File: config.mk
export PLATFORM = sky130hd
export DESIGN_NAME = uart_rx_flags
export DESIGN_NICKNAME = d
export VERILOG_FILES = /design/src/rtl/rxf_pkg.sv /design/src/rtl/rxf_sync.sv /design/src/rtl/rxf_sampler.sv /design/src/rtl/rxf_flags.sv /design/src/rtl/uart_rx_flags.sv
export SDC_FILE = /design/constraint.sdc
export NUM_CORES = 1
export LEC_CHECK = 0
export BUFFER_PORTS_ARGS = -buffer_cell sky130_fd_sc_hd__buf_2
export CORE_MARGIN = 5
export CORE_UTILIZATION = 58
export CTS_CLUSTER_DIAMETER = 50
export CTS_CLUSTER_SIZE = 10
export DETAILED_ROUTE_END_ITERATION = 6
export GPL_TIMING_DRIVEN = 0
export HOLD_SLACK_MARGIN = 0.02
export MAX_ROUTING_LAYER = met4
export PLACE_DENSITY = 0.78
export SYNTH_ARGS = -nofsm -noshare
export SYNTH_HDL_FRONTEND = slang
export SYNTH_HIERARCHICAL = 1
export SYNTH_SLANG_ARGS = --single-unit
export TNS_END_PERCENT = 100
File: constraint.sdc
create_clock -name clk -period 3.2 [get_ports clk]
set_clock_uncertainty 0.05 [all_clocks]
set_input_delay 0.48 -clock clk [delete_from_list [all_inputs] [get_ports clk]]
set_output_delay 0.48 -clock clk [all_outputs]
set_load 0.005 [all_outputs]
File: src/rtl/rxf_pkg.sv
package rxf_pkg;
  typedef enum logic [2:0] {
    S_IDLE  = 3'd0,
    S_START = 3'd1,
    S_DATA  = 3'd2,
    S_PAR   = 3'd3,
    S_STOP  = 3'd4,
    S_HOLD  = 3'd5
  } rx_state_t;
endpackage

File: src/rtl/rxf_sync.sv
module rxf_sync #(
  parameter int STAGES = 2
) (
  input  logic clk,
  input  logic rst,
  input  logic din,
  output logic dout
);
  logic [STAGES-1:0] chain;

  generate
    for (genvar i = 0; i < STAGES; i++) begin : g_stage
      if (i == 0) begin : g_first
        always_ff @(posedge clk) chain[0] <= rst ? 1'b1 : din;
      end else begin : g_next
        always_ff @(posedge clk) chain[i] <= rst ? 1'b1 : chain[i-1];
      end
    end
  endgenerate

  assign dout = chain[STAGES-1];
endmodule

File: src/rtl/rxf_sampler.sv
module rxf_sampler
  import rxf_pkg::*;
#(
  parameter int OVERSAMPLE = 16,
  parameter int MAX_BITS   = 8,
  parameter int MIN_BITS   = 5,
  parameter int LEN_W      = 2
) (
  input  logic                clk,
  input  logic                rst,
  input  logic                line,
  input  logic [LEN_W-1:0]    word_len,
  input  logic                parity_en,
  input  logic                parity_odd,
  input  logic                two_stop,
  output logic                load,
  output logic [MAX_BITS-1:0] word,
  output logic                par_bad,
  output logic                stop_ok
);
  localparam int CNT_W = $clog2(OVERSAMPLE);
  localparam int BIT_W = $clog2(MAX_BITS + 1);
  localparam logic [CNT_W-1:0] MID_CNT = CNT_W'(OVERSAMPLE / 2 - 1);
  localparam logic [CNT_W-1:0] TOP_CNT = CNT_W'(OVERSAMPLE - 1);

  rx_state_t           st;
  logic [CNT_W-1:0]    cnt;
  logic [BIT_W-1:0]    bit_i;
  logic [BIT_W-1:0]    nbits;
  logic [BIT_W-1:0]    shamt;
  logic [MAX_BITS-1:0] shreg;
  logic                par_acc;
  logic                line_prev;

  assign nbits = BIT_W'(MIN_BITS) + BIT_W'(word_len);
  assign shamt = BIT_W'(MAX_BITS) - nbits;

  always_ff @(posedge clk) begin
    if (rst) line_prev <= 1'b1;
    else     line_prev <= line;
  end

  always_ff @(posedge clk) begin
    load <= 1'b0;
    if (rst) begin
      st      <= S_IDLE;
      cnt     <= '0;
      bit_i   <= '0;
      shreg   <= '0;
      par_acc <= 1'b0;
      word    <= '0;
      par_bad <= 1'b0;
      stop_ok <= 1'b1;
    end else begin
      case (st)
        S_IDLE: begin
          cnt <= '0;
          if (line_prev && !line) st <= S_START;
        end
        S_START: begin
          if (cnt == MID_CNT) begin
            cnt     <= '0;
            bit_i   <= '0;
            par_acc <= 1'b0;
            st      <= line ? S_IDLE : S_DATA;
          end else begin
            cnt <= cnt + 1'b1;
          end
        end
        S_DATA: begin
          if (cnt == TOP_CNT) begin
            cnt     <= '0;
            shreg   <= {line, shreg[MAX_BITS-1:1]};
            par_acc <= par_acc ^ line;
            bit_i   <= bit_i + 1'b1;
            if (bit_i == nbits - 1'b1) st <= parity_en ? S_PAR : S_STOP;
          end else begin
            cnt <= cnt + 1'b1;
          end
        end
        S_PAR: begin
          if (cnt == TOP_CNT) begin
            cnt     <= '0;
            par_bad <= par_acc ^ line ^ parity_odd;
            st      <= S_STOP;
          end else begin
            cnt <= cnt + 1'b1;
          end
        end
        S_STOP: begin
          if (cnt == TOP_CNT) begin
            cnt     <= '0;
            stop_ok <= line;
            word    <= shreg >> shamt;
            load    <= 1'b1;
            if (!parity_en) par_bad <= 1'b0;
            st      <= two_stop ? S_HOLD : S_IDLE;
          end else begin
            cnt <= cnt + 1'b1;
          end
        end
        S_HOLD: begin
          if (cnt == TOP_CNT) begin
            cnt <= '0;
            st  <= S_IDLE;
          end else begin
            cnt <= cnt + 1'b1;
          end
        end
        default: st <= S_IDLE;
      endcase
    end
  end


  load_single_chk: assert property (@(posedge clk) disable iff (rst)
    load |=> !load);


  false_start_chk: assert property (@(posedge clk) disable iff (rst)
    (st == S_START && cnt == MID_CNT && line) |=> (st == S_IDLE));
endmodule

File: src/rtl/rxf_flags.sv
module rxf_flags #(
  parameter int MAX_BITS = 8
) (
  input  logic                clk,
  input  logic                rst,
  input  logic                load,
  input  logic [MAX_BITS-1:0] word,
  input  logic                par_bad,
  input  logic                stop_ok,
  input  logic                parity_en,
  input  logic                dr_clr_n,
  output logic [MAX_BITS-1:0] hold,
  output logic                dr,
  output logic                pe,
  output logic                fe,
  output logic                ovr
);
  logic dr_live;
  assign dr_live = dr & dr_clr_n;

  always_ff @(posedge clk) begin
    if (rst) begin
      hold <= '0;
      dr   <= 1'b0;
      fe   <= 1'b0;
      ovr  <= 1'b0;
    end else if (load) begin
      hold <= word;
      dr   <= 1'b1;
      fe   <= !stop_ok;
      ovr  <= dr_live;
    end else if (!dr_clr_n) begin
      dr   <= 1'b0;
    end
  end

  always_ff @(posedge clk) begin
    if (rst || !parity_en) pe <= 1'b0;
    else if (load)         pe <= par_bad;
  end


  dr_clear_chk: assert property (@(posedge clk) disable iff (rst)
    (!dr_clr_n && !load) |=> !dr);


  pe_off_chk: assert property (@(posedge clk) disable iff (rst)
    !parity_en |=> !pe);


  fe_hold_chk: assert property (@(posedge clk) disable iff (rst)
    !load |=> $stable(fe));


  ovr_set_chk: assert property (@(posedge clk) disable iff (rst)
    (load && dr && dr_clr_n) |=> ovr);


  ovr_clear_chk: assert property (@(posedge clk) disable iff (rst)
    (load && !dr) |=> !ovr);
endmodule

File: src/rtl/uart_rx_flags.sv
module uart_rx_flags #(
  parameter int OVERSAMPLE  = 16,
  parameter int MAX_BITS    = 8,
  parameter int MIN_BITS    = 5,
  parameter int LEN_W       = 2,
  parameter int SYNC_STAGES = 2
) (
  input  logic                clk,
  input  logic                rst,
  input  logic                rx_in,
  input  logic [LEN_W-1:0]    word_len,
  input  logic                parity_en,
  input  logic                parity_odd,
  input  logic                two_stop,
  input  logic                dr_clr_n,
  input  logic                data_dis,
  input  logic                stat_dis,
  output logic [MAX_BITS-1:0] rx_data,
  output logic                data_oe,
  output logic                dr,
  output logic                pe,
  output logic                fe,
  output logic                ovr,
  output logic                stat_oe
);
  logic                line;
  logic                load;
  logic [MAX_BITS-1:0] word;
  logic                par_bad;
  logic                stop_ok;

  rxf_sync #(.STAGES(SYNC_STAGES)) u_sync (
    .clk(clk), .rst(rst), .din(rx_in), .dout(line)
  );

  rxf_sampler #(
    .OVERSAMPLE(OVERSAMPLE), .MAX_BITS(MAX_BITS),
    .MIN_BITS(MIN_BITS), .LEN_W(LEN_W)
  ) u_sampler (
    .clk(clk), .rst(rst), .line(line),
    .word_len(word_len), .parity_en(parity_en),
    .parity_odd(parity_odd), .two_stop(two_stop),
    .load(load), .word(word), .par_bad(par_bad), .stop_ok(stop_ok)
  );

  rxf_flags #(.MAX_BITS(MAX_BITS)) u_flags (
    .clk(clk), .rst(rst), .load(load), .word(word),
    .par_bad(par_bad), .stop_ok(stop_ok), .parity_en(parity_en),
    .dr_clr_n(dr_clr_n), .hold(rx_data), .dr(dr), .pe(pe),
    .fe(fe), .ovr(ovr)
  );

  always_ff @(posedge clk) begin
    data_oe <= !data_dis;
    stat_oe <= !stat_dis;
  end


  data_oe_chk: assert property (@(posedge clk) disable iff (rst)
    data_dis |=> !data_oe);


  stat_oe_chk: assert property (@(posedge clk) disable iff (rst)
    !stat_dis |=> stat_oe);
endmodule

[Word-level counts from Yosys, hierarchy flattened]
Cells that the tools add are included.
W data, S select, Z words.
Word-level totals
  register bits: 48
  bits in latches: 0
  RAM bits: 0
  bits in read-only memories: 0
  input bits: 11
  logic and storage cells: 91
  memories: 0
Operators by class
  add/subtract/negate cells: 5
  multipliers: 0
  div/mod/pow operators: 0
  magnitude comparators: 0
  equality and inequality tests: 17
  shifts and indexed selects: 1
  mux-type cells: 27
  bitwise operators: 4
  reduce and logical (&&, ||, !) cells: 18
Operators with widths (count)
  $mux W3: 9
  $pmux W3 S6: 1
  $mux W4: 4
  $ne A2 B1 Y1 const B: 8
  $pmux W4 S3: 1
  $add A4 B1 Y4 const B: 2
  $mux W1: 8
  $pmux W4 S2: 1
  $shr A8 B4 Y8: 1
  $reduce_and A7 Y1: 1
  $eq A3 B2 Y1 const B: 2
  $eq A3 B3 Y1 const B: 2
  $logic_not A1 Y1: 5
  $add A3 B2 Y4 const A: 1
  $eq A4 B3 Y1 const B: 1
  $eq A4 B4 Y1: 1
  $eq A4 B4 Y1 const B: 1
  $pmux W1 S2: 2
  $reduce_and A2 Y1: 2
  $reduce_and A4 Y1: 1
  $reduce_bool A2 Y1: 2
  $reduce_or A4 Y1: 1
  $sub A4 B1 Y4 const B: 1
  $sub A4 B4 Y4 const A: 1
  12 further kinds: 13

[Logic depth before layout (Yosys ltp)]
  word-level depth: 6
  gate-level depth with buffers: 7
  mapped depth without buffers: 6

[Cells and area by module]
Netlist, hierarchy kept.
By module, submodules not included
  rxf_sampler: times used 1, cells an instance 199, area each 1725.4 µm², seq. area each 640.6 µm²
  rxf_flags: times used 1, cells an instance 40, area each 461.7 µm², seq. area each 240.2 µm²
  rxf_sync: times used 1, cells an instance 4, area each 52.6 µm², seq. area each 40.0 µm²
  uart_rx_flags: times used 1, cells an instance 4, area each 47.5 µm², seq. area each 40.0 µm²

[Least setup slack after synthesis]
Ideal clock, no wire load.
  path kind: input-to-reg
  start: input port word_len[0]
  end: register u_sampler.st[0]
  data arrival time: 2100 ps
  setup slack: 983 ps
  stages: 7
  path buffers: 1
  path through: ha_1 buf_2 xor3_1 a2111oi_4 a22oi_2 or3_1 a21oi_2
On the way
  longest elaborated chain between the ends: 5
RTL lines
  start, declared: RTL line uart_rx_flags.sv:11  | input logic [LEN_W-1:0] word_len,
  $add A3 B2 Y4: RTL line rxf_sampler.sv:35  | assign nbits = BIT_W'(MIN_BITS) + BIT_W'(word_len);
  $sub A4 B1 Y4: RTL line rxf_sampler.sv:76  | if (bit_i == nbits - 1'b1) st <= parity_en ? S_PAR : S_STOP;
  $eq A4 B4 Y1: RTL line rxf_sampler.sv:76
  $ne A2 B1 Y1 (no source line)
  $reduce_and A7 Y1 (no source line)
  end signal, assigned: RTL line rxf_sampler.sv:65  | st <= line ? S_IDLE : S_DATA;
  end signal, assigned: RTL line rxf_sampler.sv:76
  end signal, assigned: RTL line rxf_sampler.sv:97  | st <= two_stop ? S_HOLD : S_IDLE;
  end, declared: RTL line rxf_sampler.sv:26  | rx_state_t st;
Every way passes these cells.
A chain may end at the register's enable or synchronous reset.

[Worst setup path in the final report]
Same ends and word-level chain as after synthesis.

==> impl_metrics.ini <==
[clocking]
cts-root-buf = sky130_fd_sc_hd__clkbuf_8
htree_levels = 2
clock_tree.buffer_depth = 2
worstSkewPairLatency_ns = 0.30
cts_made_buffers = 5
post_cts_resized = 0
cts_setup_buffers = 0
clock_sink_count = 48
cts_tree = built
number_of_buffers_added_to_fix_hold_violations_after_cts = 0
worst_setup_hold_path_clk_slew_ns = 0.09

[cells_and_area]
layout-drive-gt1-share = 0.194
fin_util = 0.696
antenna-diode-count = 0
mostFrequentLayoutCells = sky130_fd_sc_hd__dfxtp_1 (48), sky130_fd_sc_hd__nor2_1 (36), sky130_fd_sc_hd__buf_2 (27), sky130_fd_sc_hd__a21oi_1 (19), sky130_fd_sc_hd__nand2_1 (17)
layout.nets = 293
final_standard_cell_count_with_taps_included_and_fillers_excluded = 327
area_growth_syn_to_layout_pct = 13.9
layout.cells.most_common = sky130_fd_sc_hd__dfxtp_1

[floorplan]
floorplan.rows = 22
io_pins = 25
core-area_um2 = 3740
dieWidth_um = 72.8
dieHeight_um = 72.8
initial_core_util = 0.611
die_area_um2 = 5300

[power]
power_per_cell_area_nw_per_um2 = 508
ir_worst_vdd_mv = 0.358
p_int_mw = 0.999
switching_share = 0.245
total_switching_power_mw = 0.324
power.share.combinational = 0.131
power_frac_seq = 0.474
share_clk_of_total_power = 0.395
design_power_total_mw = 1.32
cellLeakagePower_nw = 0.981

[yosys]
yosys.area_share.xor_xnor = 0.0449
synthAdderAreaFrac = 0.0219
synth_seq_cells = 48
ys.warnings.count = 6
syn_nets = 262
synth_area_per_cell_um2 = 9.26
postSynth.asyncResetShare = 0
post_synth_mux_area_share = 0.0968
yosys_most_used_dff = sky130_fd_sc_hd__dfxtp_1
yosys.area_share.simple = 0.224
synth_compound_area_frac = 0.144
synthCells = 247
sequential_area_share_after_synthesis = 0.420
synth_enable_flop_cells = 0
ys_types = 51
largest_family_of_logic_cells_by_synthesized_area = simple AND/OR/NAND/NOR gates
syn_area_um2 = 2290

[critical_path]
worst_ep_arrival_time_ns = 2.40
critPathSlowestCell = sky130_fd_sc_hd__or3_1
worst_path_largest_cell_delay_ns = 0.39
worstSetupStartpointType = input pin
critical_path.endpoint_type = flip-flop
timing.critical_path.cells = buf_2 -> ha_1 -> buf_2 -> xor3_1 -> a2111oi_4 -> a22oi_2 -> or3_1 -> a21oi_2
worstSetupPathType = in2reg
worstPathRequired_ns = 3.39
worst_path_most_repeated_cell = sky130_fd_sc_hd__buf_2
worst-path-max-fanout = 10

[timing]
final.period_utilization = 0.692
final-hold-violation-count = 0
tns_ns = 0
unrepaired_setup_endpoints_after_global_routing = false
clock.fmax_mhz = 452
timing.final.max_slew_violations = 0
max_slew_margin = 0.611
layout_min_cycle_time_ns = 2.21
worst_pin_slew_ns = 0.579
timing.final.setup_violations = 0

[placed_design]
io_buffer_count = 24
gp_congestion = 0.861
detailed_place_hpwl_um = 3260
numPlacedInstances = 319

[detailed_routing]
routed_via_density = 5.65
post_dr_wirelength_cell_um = 13.8
remaining_drc_errors = 0
detailedRoute.firstIterationViolations = 116
route.vias.total = 1847
drt-pass1-iter-count = 4
drt_wl_total_um = 4520
detail-route-antenna-nets = 0

[status]
outcome = finished, final reports clean

[hold_path]
hold_path_class = in2reg

[global_routing]
antenna_found_initial = 0
global_route_wire_length_before_repair_um = 7820
grt_pass1_vias = 1763
gr-usage-all-layers = 0.191
grt_start_max_net_pins = 17
grt_remaining_overflow = 0

[job]
cap_viol_max_count = 0
## through the flow
stage | hold WS [ns] | area [um^2] | setup slack, ns
2_1_floorplan | 0.333 | 2290 | 0.983
3_3_place_gp | 0.349 | 2470 | 0.715
3_5_place_dp | 0.357 | 2470 | 0.702
4_1_cts | 0.250 | 2610 | 1.00
5_1_grt | 0.254 | 2610 | 0.850
6_report | 0.259 | 2610 | 0.986
## power groups by stage
stage,clock network (mW),registers [mW],logic [mW]
global route,0.556,0.629,0.193
detailed placement,0,0.640,0.170
CTS,0.536,0.627,0.172
finish,0.523,0.627,0.174
global placement,0,0.640,0.169
floorplan,0,0.636,0.135
## registers in the layout, summed over array words and instances (netlist names), 3 cells and up
signal and cells:
u_sampler/shreg 8, u_flags/hold 8, u_sampler/cnt 4, u_sampler/word 8
u_sampler/bit_i 4, u_sampler/st 3
## synthesized netlist by cell type, types with 4 or more instances
library cell	n	area [um^2]
sky130_fd_sc_hd__nand3_1	13	65.1
sky130_fd_sc_hd__a21oi_1	19	95.1
sky130_fd_sc_hd__mux4_2	4	90.1
sky130_fd_sc_hd__a22oi_1	7	52.6
sky130_fd_sc_hd__nor2_1	36	135
sky130_fd_sc_hd__clkbuf_1	10	37.5
sky130_fd_sc_hd__mux2i_1	12	120
sky130_fd_sc_hd__ha_1	4	50.1
sky130_fd_sc_hd__inv_1	5	18.8
sky130_fd_sc_hd__dfxtp_1	48	961
sky130_fd_sc_hd__nand2_1	17	63.8
sky130_fd_sc_hd__xnor2_1	4	35.0
sky130_fd_sc_hd__nor2b_1	6	37.5
sky130_fd_sc_hd__xor2_1	5	43.8
## cells by family (layout without fill, tap and decap cells)
group | after synthesis | in the layout
AND/OR/NAND/NOR | 101 | 101
AO/OA/AOI/OAI | 45 | 45
multiplexers | 17 | 17
buffers and inverters | 22 | 54
XOR/XNOR | 10 | 10
adder cells (fa/ha/maj) | 4 | 4
flip-flops | 48 | 48
## routing by layer
metal  GRT usage  vias to the layer above  part of all wire  routed length [um]
met2       0.288                       39              0.46                2070
met4      0.0697                        0             0.013                  60
met3      0.0468                        7             0.053                 239
met1       0.249                      875              0.48                2150
met5           -                        -                 0                   0
li1            -                      926                 -                   -
## final cells by class
class	count	area, um^2
Fill cell	302	1140
Tap cell	48	60.1
Clock buffer	5	68.8
Timing Repair Buffer	24	120
Inverter	6	22.5
Buffer	16	87.6
Sequential cell	48	961
Multi-Input combinational cell	177	1220
Clock inverter	3	68.8
## critical path, delay by kind of cell
kind                     cells  cell delay [ns]
adder cells (fa/ha/maj)      1             0.27
buffers and inverters        2             0.37
AND/OR/NAND/NOR              1             0.39
XOR/XNOR                     1             0.31
AO/OA/AOI/OAI                3             0.57
## worst paths after layout
check | from | endpoint | slack, ns | depth (start not counted)
max | word_len[0] | u_sampler/st[0] | 0.99 | 8
min | stat_dis | stat_oe | 0.26 | 2
max reg2reg | u_sampler/st[1] | u_sampler/bit_i[2] | 1.19 | 6
min reg2reg | u_sync/chain[0] | u_sync/dout | 0.37 | 1
Power figures use the tool's default switching activity.
